==> config.mk <==
export PLATFORM = sky130hd
export DESIGN_NAME = uart_rx
export DESIGN_NICKNAME = d
export VERILOG_FILES = /design/src/rtl/uart_rx_pkg.sv /design/src/rtl/uart_rx_tick.sv /design/src/rtl/uart_rx_sync.sv /design/src/rtl/uart_rx_fsm.sv /design/src/rtl/uart_rx.sv
export SDC_FILE = /design/constraint.sdc
export NUM_CORES = 1
export LEC_CHECK = 0
export BUFFER_PORTS_ARGS = -buffer_cell sky130_fd_sc_hd__buf_2
export CAP_MARGIN = 20
export CORE_AREA = 2 2 106 108
export CTS_BUF_LIST = sky130_fd_sc_hd__clkbuf_4 sky130_fd_sc_hd__clkbuf_8 sky130_fd_sc_hd__clkbuf_16
export DETAILED_ROUTE_END_ITERATION = 6
export DIE_AREA = 0 0 108 110
export SETUP_SLACK_MARGIN = 0.2
export SLEW_MARGIN = 20
export SYNTH_ARGS = -nofsm -noshare
export SYNTH_HDL_FRONTEND = slang
export SYNTH_SLANG_ARGS = --single-unit
==> constraint.sdc <==
create_clock -name clk_i -period 2 [get_ports clk_i]
set_input_delay 0.6 -clock clk_i [delete_from_list [all_inputs] [get_ports clk_i]]
set_output_delay 0.6 -clock clk_i [all_outputs]
set_load 0.01 [all_outputs]
==> src/rtl/uart_rx_pkg.sv <==
package uart_rx_pkg;
  localparam int DATA_W = 8;
  localparam int MIN_BITS = 5;

  typedef enum logic [2:0] {
    ST_IDLE,
    ST_START,
    ST_DATA,
    ST_PAR,
    ST_STOP
  } rx_state_e;

  typedef struct packed {
    logic [1:0] len_code;
    logic       par_en;
    logic       par_odd;
    logic       two_stop;
  } rx_fmt_t;
endpackage

==> src/rtl/uart_rx_tick.sv <==
module uart_rx_tick #(
  parameter int DIV_W = 16
) (
  input  logic             clk_i,
  input  logic             rst_ni,
  input  logic [DIV_W-1:0] divisor_i,
  input  logic             restart_i,
  output logic             tick_o
);
  logic [DIV_W-1:0] cnt_q;

  assign tick_o = (cnt_q == divisor_i) && !restart_i;

  always_ff @(posedge clk_i or negedge rst_ni) begin
    if (!rst_ni)                cnt_q <= '0;
    else if (restart_i)         cnt_q <= '0;
    else if (cnt_q == divisor_i) cnt_q <= '0;
    else                        cnt_q <= cnt_q + 1'b1;
  end

  // with a divisor above zero, ticks never fall on adjacent cycles
  a_r3_tick_spacing: assert property (@(posedge clk_i) disable iff (!rst_ni)
    (tick_o && divisor_i != '0) |=> !tick_o);
endmodule

==> src/rtl/uart_rx_sync.sv <==
module uart_rx_sync (
  input  logic clk_i,
  input  logic rst_ni,
  input  logic rx_i,
  output logic line_o,
  output logic fall_o
);
  logic meta_q, line_q, prev_q;

  always_ff @(posedge clk_i or negedge rst_ni) begin
    if (!rst_ni) begin
      meta_q <= 1'b1;
      line_q <= 1'b1;
      prev_q <= 1'b1;
    end else begin
      meta_q <= rx_i;
      line_q <= meta_q;
      prev_q <= line_q;
    end
  end

  assign line_o = line_q;
  assign fall_o = prev_q & ~line_q;

  // an edge event lasts one cycle
  a_r2_fall_single: assert property (@(posedge clk_i) disable iff (!rst_ni)
    fall_o |=> !fall_o);
endmodule

==> src/rtl/uart_rx_fsm.sv <==
module uart_rx_fsm
  import uart_rx_pkg::*;
#(
  parameter int OSR = 16
) (
  input  logic              clk_i,
  input  logic              rst_ni,
  input  logic              tick_i,
  input  logic              line_i,
  input  logic              fall_i,
  input  rx_fmt_t           fmt_i,
  output logic              restart_o,
  output logic              busy_o,
  output logic [DATA_W-1:0] data_o,
  output logic              valid_o,
  output logic              perr_o,
  output logic              ferr_o
);
  localparam int CNT_W = $clog2(OSR);
  localparam int MID   = OSR / 2;
  localparam int BIT_W = $clog2(DATA_W);

  rx_state_e         state_q;
  rx_fmt_t           fmt_q;
  logic [CNT_W-1:0]  tcnt_q;
  logic [BIT_W-1:0]  bcnt_q;
  logic [DATA_W-1:0] shift_q;
  logic              acc_q, perr_q, ferr_q, stop_idx_q;
  logic              sample;
  int unsigned       nbits;
  logic [DATA_W-1:0] aligned;

  assign restart_o = (state_q == ST_IDLE) && fall_i;
  assign busy_o    = (state_q != ST_IDLE);
  assign nbits     = MIN_BITS + int'(fmt_q.len_code);
  assign aligned   = shift_q >> (DATA_W - nbits);

  always_comb begin
    if (state_q == ST_START) sample = tick_i && (tcnt_q == CNT_W'(MID - 1));
    else                     sample = tick_i && (tcnt_q == CNT_W'(OSR - 1));
  end

  always_ff @(posedge clk_i or negedge rst_ni) begin
    if (!rst_ni) begin
      state_q    <= ST_IDLE;
      fmt_q      <= '0;
      tcnt_q     <= '0;
      bcnt_q     <= '0;
      shift_q    <= '0;
      acc_q      <= 1'b0;
      perr_q     <= 1'b0;
      ferr_q     <= 1'b0;
      stop_idx_q <= 1'b0;
      data_o     <= '0;
      valid_o    <= 1'b0;
      perr_o     <= 1'b0;
      ferr_o     <= 1'b0;
    end else begin
      valid_o <= 1'b0;
      perr_o  <= 1'b0;
      ferr_o  <= 1'b0;
      if (state_q != ST_IDLE && tick_i) begin
        if (sample) tcnt_q <= '0;
        else        tcnt_q <= tcnt_q + 1'b1;
      end
      unique case (state_q)
        ST_IDLE: if (fall_i) begin
          fmt_q      <= fmt_i;
          tcnt_q     <= '0;
          bcnt_q     <= '0;
          acc_q      <= 1'b0;
          perr_q     <= 1'b0;
          ferr_q     <= 1'b0;
          stop_idx_q <= 1'b0;
          state_q    <= ST_START;
        end
        ST_START: if (sample) begin
          // line back high at the centre: treat as a glitch
          state_q <= line_i ? ST_IDLE : ST_DATA;
        end
        ST_DATA: if (sample) begin
          shift_q <= {line_i, shift_q[DATA_W-1:1]};
          acc_q   <= acc_q ^ line_i;
          if (bcnt_q == BIT_W'(nbits - 1)) begin
            bcnt_q  <= '0;
            state_q <= fmt_q.par_en ? ST_PAR : ST_STOP;
          end else begin
            bcnt_q <= bcnt_q + 1'b1;
          end
        end
        ST_PAR: if (sample) begin
          perr_q  <= acc_q ^ line_i ^ fmt_q.par_odd;
          state_q <= ST_STOP;
        end
        ST_STOP: if (sample) begin
          if (fmt_q.two_stop && !stop_idx_q) begin
            stop_idx_q <= 1'b1;
            ferr_q     <= ~line_i;
          end else begin
            // ready for the next start edge from mid stop bit
            valid_o <= 1'b1;
            data_o  <= aligned;
            perr_o  <= perr_q & fmt_q.par_en;
            ferr_o  <= ferr_q | ~line_i;
            state_q <= ST_IDLE;
          end
        end
        default: state_q <= ST_IDLE;
      endcase
    end
  end

  a_r8_valid_single: assert property (@(posedge clk_i) disable iff (!rst_ni)
    valid_o |=> !valid_o);
  a_r8_flags_gated: assert property (@(posedge clk_i) disable iff (!rst_ni)
    (perr_o || ferr_o) |-> valid_o);
  a_r5_no_parity_flag: assert property (@(posedge clk_i) disable iff (!rst_ni)
    (valid_o && !fmt_q.par_en) |-> !perr_o);
  a_r4_short_upper_zero: assert property (@(posedge clk_i) disable iff (!rst_ni)
    (valid_o && fmt_q.len_code == 2'd0) |-> (data_o[DATA_W-1:MIN_BITS] == '0));
endmodule

==> src/rtl/uart_rx.sv <==
module uart_rx
  import uart_rx_pkg::*;
#(
  parameter int DIV_W = 16,
  parameter int OSR   = 16
) (
  input  logic             clk_i,
  input  logic             rst_ni,
  input  logic             rx_i,
  input  logic [DIV_W-1:0] divisor_i,
  input  logic [1:0]       data_bits_i,
  input  logic             parity_en_i,
  input  logic             parity_odd_i,
  input  logic             stop2_i,
  output logic [7:0]       data_o,
  output logic             valid_o,
  output logic             parity_err_o,
  output logic             frame_err_o
);
  logic    line, fall, tick, restart, busy;
  rx_fmt_t fmt;

  assign fmt = '{len_code: data_bits_i, par_en: parity_en_i,
                 par_odd: parity_odd_i, two_stop: stop2_i};

  uart_rx_sync u_sync (
    .clk_i  (clk_i),
    .rst_ni (rst_ni),
    .rx_i   (rx_i),
    .line_o (line),
    .fall_o (fall)
  );

  uart_rx_tick #(.DIV_W(DIV_W)) u_tick (
    .clk_i     (clk_i),
    .rst_ni    (rst_ni),
    .divisor_i (divisor_i),
    .restart_i (restart),
    .tick_o    (tick)
  );

  uart_rx_fsm #(.OSR(OSR)) u_fsm (
    .clk_i     (clk_i),
    .rst_ni    (rst_ni),
    .tick_i    (tick),
    .line_i    (line),
    .fall_i    (fall),
    .fmt_i     (fmt),
    .restart_o (restart),
    .busy_o    (busy),
    .data_o    (data_o),
    .valid_o   (valid_o),
    .perr_o    (parity_err_o),
    .ferr_o    (frame_err_o)
  );

  // a frame only begins on a detected falling edge
  a_r2_busy_from_edge: assert property (@(posedge clk_i) disable iff (!rst_ni)
    $rose(busy) |-> $past(fall));
endmodule

==> metrics.yaml, run 1 <==
worst_pin_slew_ns: 0.357
wirelength_mm: 6.74
grt_pass1_wl_mm: 11.1
synth-simple-area-share_pct: 19.4
cts_hold_buffers: 0
io-pin-count: 35
fin_cells: 494
syn_area_um2: 3020
arrival_ns: 2.15
routed_via_density: 4.54
pwr-share-clk_pct: 49.1
crit_path_end_kind: "register"
antenna-diode-count: 0
antenna_found_initial: 0
p_seq_share_pct: 41.6
setup-violations-final: 0
synth_common_cells: "54 x dfrtp_1, 26 x nor2_1, 24 x xor2_1"
cts_tree: "yes"
wire_per_inst_um: 13.6
drc: 0
grt_max_degree: 58
critPathKind: "reg -> reg"
globalplace.congestion: 0.839
power.switching_uw: 678
track_usage_pct: 12.2
synth_top_family_by_area: "simple AND/OR/NAND/NOR gates"
ys_seq_elements: 57
synthDistinctLibCells: 48
maxCapViolations: 0
path_clk_slew_ns: 0.08
synth_area_leaders: "dfrtp_1 45%, xor2_1 7.0%, mux2_2 6.0%"
cts_buffers: 9
multi_input_area_um2: 1630
synth_xor_area_share_pct: 10.1
skew_ns: 0.0121
yosys.area_share.adder_pct: 1.24
synthMuxAreaShare_pct: 12.9
ant_nets: 0
final.setup.worst_slack_ns: 0.0844
dr.pass1.iters: 4
clk_latency_ns: 0.34
syn2layout_area_growth_pct: 35.5
period_share_pct: 95.8
fin_crit_ns: 1.92
fin_tns_setup_ns: 0
pre_cts_slack_ns: -0.375
num_rows: 38
drive_above_1_share_pct: 41.2
ir_worst_vdd_v: 0.000286
switching_share_pct: 22.9
die_y_um: 110
syn_nets: 301
hold_violations: 0
ys.flop_type: "dfrtp_1"
p_int_uw: 2290
yosysTopAreaCell: "dfrtp_1"
pwr-share-comb_pct: 9.3
max_freq_ghz: 0.522
synth_edf_count: 0
p_total_uw: 2970
hold_path_class: "in -> async"
synthCells: 274
cp-start-kind: "register"
synth.most_common_cell: "dfrtp_1"
seq_area_frac_synth_pct: 47.3
layout.nets: 376
portBuffers: 34
cts_num_sinks: 57
crit_required_ns: 2.23
grt_overflow: 0
async_reset_ff_share_pct: 100
seqCellArea_um2: 1430
drtIter0Drc: 122
slew_headroom_pct: 76.2
num_vias: 2245
p_leak_uw: 0.00194
die_x_um: 108
core_area_um2: 10700
fillers: 1043
clockRootBuffer: "clkbuf_8"
start_util_pct: 28.2
grt_setup_unrepaired: "yes"
die_area_um2: 11900
pwr_density_cell_nw_per_um2: 725
synth.avg_cell_area_um2: 11.0
htreeDepth: 3
dp.final_hpwl_mm: 4.35
synth_compound_area_share_pct: 5.67
slew_violations: 0
cp_max_fo: 5
yosysWarnings: 0
synth.top_cell.area_share_pct: 44.7
clockBufferDepth: 2
outcome: "finished, final reports clean"
dp_cells: 468
grt_pass1_vias: 2251
[final timing paths]
| kind | slack, ns | start | depth (start not counted) | end |
|---|---|---|---|---|
| worst max-delay path | 0.08 | u_tick.cnt_q[9] | 6 | u_fsm.shift_q[0] |
| worst min-delay path | 0.24 | rst_ni | 2 | u_fsm.perr_q |
| max in group asynchronous | 1.46 | rst_ni | 2 | u_sync.prev_q |
| worst max register to register | 0.08 | u_tick.cnt_q[9] | 6 | u_fsm.shift_q[0] |
| worst min register to register | 0.36 | u_sync.meta_q | 0 | u_sync.line_o |
| min in group clk_i | 0.36 | rx_i | 1 | u_sync.meta_q |
[repair_timing]
action / in CTS / in global routing
gates cloned: 2 / 2
resized for setup: 6 / 24
pin swaps: 3 / 12
buffers inserted: 3 / 3
endpoints found under the setup margin: 33 / 48
[final cells by class]
type / instances / share of cell area [%]
clock buffers: 9 / 3.03
clock inverters: 7 / 3.45
inverters: 7 / 0.642
multi-input cells: 200 / 39.9
flip-flops and latches: 57 / 34.9
well taps: 140 / 4.28
repair buffers: 74 / 13.8
[registers in the layout, summed over array words and instances, names as in the netlist]
register          cells
u_fsm.bcnt_q          3
u_fsm.fmt_q           5
u_fsm.stop_idx_q      1
u_fsm.data_o          8
u_fsm.acc_q           1
u_tick.cnt_q         16
u_fsm.state_q         3
u_sync.prev_q         1
u_fsm.ferr_o          1
u_fsm.tcnt_q          4
u_fsm.perr_q          1
u_fsm.ferr_q          1
u_fsm.shift_q         8
u_fsm.valid_o         1
u_sync.line_o         1
u_fsm.perr_o          1
u_sync.meta_q         1
[cells in the final DEF, fill, tap and decap left out, types with 4 or more instances in the layout]
cell type,synthesis,final
bufinv_16,0,4
o21ai_0,7,6
buf_6,2,4
clkbuf_8,0,9
nand2_1,18,16
nor2_1,26,25
buf_2,1,34
inv_1,7,6
mux2_4,6,6
nand3_1,7,5
mux2i_1,12,12
nand2b_1,4,4
a21oi_1,8,5
dfrtp_1,54,54
mux2_2,16,16
buf_4,3,30
xnor2_1,11,11
nor2b_1,6,6
xor2_1,24,23
nand4_1,6,6
[kinds of logic after synthesis]
kind of cell               after synthesis
buffers and inverters                   19
and+or+nand+nor                         99
DFF                                     57
AOI/OAI and AO/OA                       27
muxes                                   34
xor gates and xnor gates                35
adders and majority gates                3
[routing by layer]
metal  vias to the layer above  part of all wire [%]  global-route usage (%)
met2                        49                    46                    19.9
met4                         0                   1.3                    4.03
met5                         -                     0                       0
met1                      1080                    48                    15.8
li1                       1106                     -                       -
met3                        10                   4.2                    3.23
[per-stage QoR]
| stage | instance area, um2 | util (%) | hold slack (ns) |
|---|---|---|---|
| after floorplan | 3020 | - | 0.304 |
| after global placement | 3570 | 33.4 | 0.347 |
| after detailed placement | 3570 | 33.4 | 0.347 |
| after CTS | 3910 | 36.5 | 0.258 |
| after global routing | 4090 | 38.3 | 0.272 |
| final | 4090 | 38.3 | 0.245 |
[worst max-delay path, cell delays in order (launching register included)]
cell	delay, ns
dfrtp_1	0.41
xor2_2	0.17
nor4_4	0.33
and4_4	0.37
buf_12	0.15
nand3_4	0.09
mux2_2	0.29
[power groups by stage]
stage	clock [uW]	sequential, uW	combinational, uW
after floorplan	0	1270	112
after global placement	0	1260	264
after detailed placement	0	1260	266
after CTS	1480	1240	271
after global routing	1540	1240	308
final	1460	1240	276
No activity file was read; power rests on OpenSTA's default activity.
==> run 2: changes to the inputs <==
- clock period: 2 -> 1.5 ns (I/O delays scaled with it)
==> run 2 against run 1 <==
The run now ends with setup timing left; non-clock buffer count increased by 29; wire length grew 7.7%; core utilization is 2.5 points higher; critical path depth did not move; die area unchanged; setup slack got worse by 0.51 ns; via count up 6.7%; flip-flop and latch count did not move; critical path type unchanged; critical endpoint is now u_fsm.shift_q[5]; largest cell class unchanged.
==> metrics.yaml, run 2 (synthesis results as in run 1) <==
critPathBufInv: 1  # unchanged
final_cell_mix: "54 x buf_4, 54 x dfrtp_1, 33 x buf_2"
antenna-diode-count: 0  # unchanged
cp-start-kind: "register"
critPathSlowestCell: "dfrtp_1"
dp.final_hpwl_mm: 4.73  # +8.6%
cts_hold_buffers: 0  # unchanged
fin_crit_ns: 1.92  # +0.00850 ns
p_leak_uw: 0.00210  # +8.0%
worst_pin_slew_ns: 0.378  # +0.0215 ns
cp_max_fo: 8  # +3
die_y_um: 110  # unchanged
dr.pass1.iters: 4  # unchanged
final.setup.worst_slack_ns: -0.424  # -0.508 ns
hold_path_class: "in -> async"
path_cells: "xor2_1, nor4_2, and4_4, buf_8, nand3_4, mux2_4"
maxCapViolations: 0  # unchanged
layout.nets: 405  # +7.7%
drtIter0Drc: 144  # +18%
path_clk_slew_ns: 0.07  # about the same
skew_ns: 0.00997  # -0.00211 ns
critPathKind: "reg -> reg"
portBuffers: 34  # unchanged
wirelength_mm: 7.25  # +7.7%
crit_path_end_kind: "register"
syn2layout_area_growth_pct: 44.2
grt_pass1_vias: 2477  # +10%
die_x_um: 108  # unchanged
num_rows: 38  # unchanged
die_area_um2: 11900  # unchanged
top_register: "u_tick.cnt_q"
seqCellArea_um2: 1430  # unchanged
hold_slack_ns: 0.0846  # -0.160 ns
max_freq_ghz: 0.520  # -0.44%
cts_buffers: 9  # unchanged
globalplace.congestion: 0.825  # -1.7%
io-pin-count: 35  # unchanged
drive_above_1_share_pct: 46.0  # +4.7 points
fillers: 1019  # -2.3%
largest_reg_flops: 16  # unchanged
ant_nets: 0  # unchanged
period_share_pct: 128  # +32 points
pwr_density_cell_nw_per_um2: 907  # +25%
arrival_ns: 2.16  # about the same
clockRootBuffer: "clkbuf_8"
critPathTopFamily: "simple AND/OR/NAND/NOR gates"
p_total_uw: 3950  # +33%
failed_checks: "setup timing"
cp_slowest_stage_delay_ns: 0.39  # -0.02 ns
slew_headroom_pct: 74.8  # -1.4 points
grt_overflow: 0  # unchanged
track_usage_pct: 13.2  # +0.99 points
core_area_um2: 10700  # unchanged
drc: 0  # unchanged
grt_setup_unrepaired: "yes"
wire_per_inst_um: 13.9  # +1.7%
grt_max_degree: 58  # unchanged
num_vias: 2395  # +6.7%
top_regs: "u_tick.cnt_q: 16 flops, u_fsm.data_o: 8 flops, u_fsm.shift_q: 8 flops"
routed_via_density: 4.58  # +0.77%
grt_pass1_wl_mm: 12.0  # +8.0%
setup-violations-final: 54  # +54
htreeDepth: 3  # unchanged
slew_violations: 0  # unchanged
cts_num_sinks: 57  # unchanged
outcome: "complete, but fails checks"
cts_tree: "yes"
antenna_found_initial: 0  # unchanged
clk_latency_ns: 0.35  # about the same
start_util_pct: 28.2  # unchanged
multi_input_area_um2: 1650  # +1.4%
clockBufferDepth: 2  # unchanged
hold_violations: 0  # unchanged
crit_required_ns: 1.73  # -0.50 ns
ir_worst_vdd_v: 0.000414  # +45%
## run 2: where the power goes
group | total [uW] | internal, uW | switching [uW] | leakage (uW)
clock | 1890 | 1240 | 651 | 0.000129
sequential | 1640 | 1600 | 41.8 | 0.000720
combinational | 420 | 210 | 210 | 0.00125
total | 3950 | 3050 | 903 | 0.00210
## run 2: cell type report
class / instances / share of cell area (%)
clock buffers: 12 / 3.79
repair buffers: 103 / 18.6
clock inverters: 4 / 2.24
flip-flops and latches: 57 / 32.8
well taps: 140 / 4.02
inverters: 7 / 0.603
multi-input cells: 200 / 38.0
## run 2: path summary, 6_finish.rpt
check | startpoint | end | slack, ns | cells past startpoint
min reg2reg | u_sync.meta_q | u_sync.line_o | 0.36 | 0
max reg2reg | u_tick.cnt_q[6] | u_fsm.shift_q[5] | -0.42 | 6
max | u_tick.cnt_q[6] | u_fsm.shift_q[5] | -0.42 | 6
min in group clk_i | rx_i | u_sync.meta_q | 0.21 | 1
min | rst_ni | u_tick.cnt_q[15] | 0.08 | 2
max in group asynchronous | rst_ni | u_sync.line_o | 1.09 | 2
## run 2: worst register-to-register path: cells and delay by family, from the launching register on
| kind | cells | cell delay [ns] |
|---|---|---|
| flops | 1 | 0.39 |
| mux | 1 | 0.31 |
| buf+inv | 1 | 0.15 |
| xor+xnor | 1 | 0.16 |
| simple gates | 3 | 0.81 |
## run 2: layer usage
| metal | global-route usage [%] | up-vias | wire length (um) |
|---|---|---|---|
| met5 | 0 | - | 0 |
| met4 | 4.95 | 0 | 94 |
| met3 | 3.47 | 7 | 267 |
| met2 | 21.9 | 35 | 3680 |
| met1 | 16.6 | 1187 | 3210 |
| li1 | - | 1166 | - |
## run 2: what timing repair did
action | CTS | global route
setup buffers | 10 | 5
gates cloned | 3 | 0
setup endpoints to repair | 65 | 65
pin swaps | 7 | 9
gates resized for setup | 16 | 22
## run 2: per-stage QoR
step / std cells / cell area, um2 / util [%] / setup WS [ns] / TNS [ns]
after floorplan: 274 / 3070 / - / -0.412 / -9.85
after global placement: 489 / 3740 / 35.0 / -0.668 / -26.01
after detailed placement: 489 / 3740 / 35.0 / -0.699 / -26.65
after CTS: 518 / 4200 / 39.2 / -0.432 / -17.19
after global routing: 523 / 4360 / 40.7 / -0.492 / -21.32
final: 523 / 4360 / 40.7 / -0.424 / -17.22
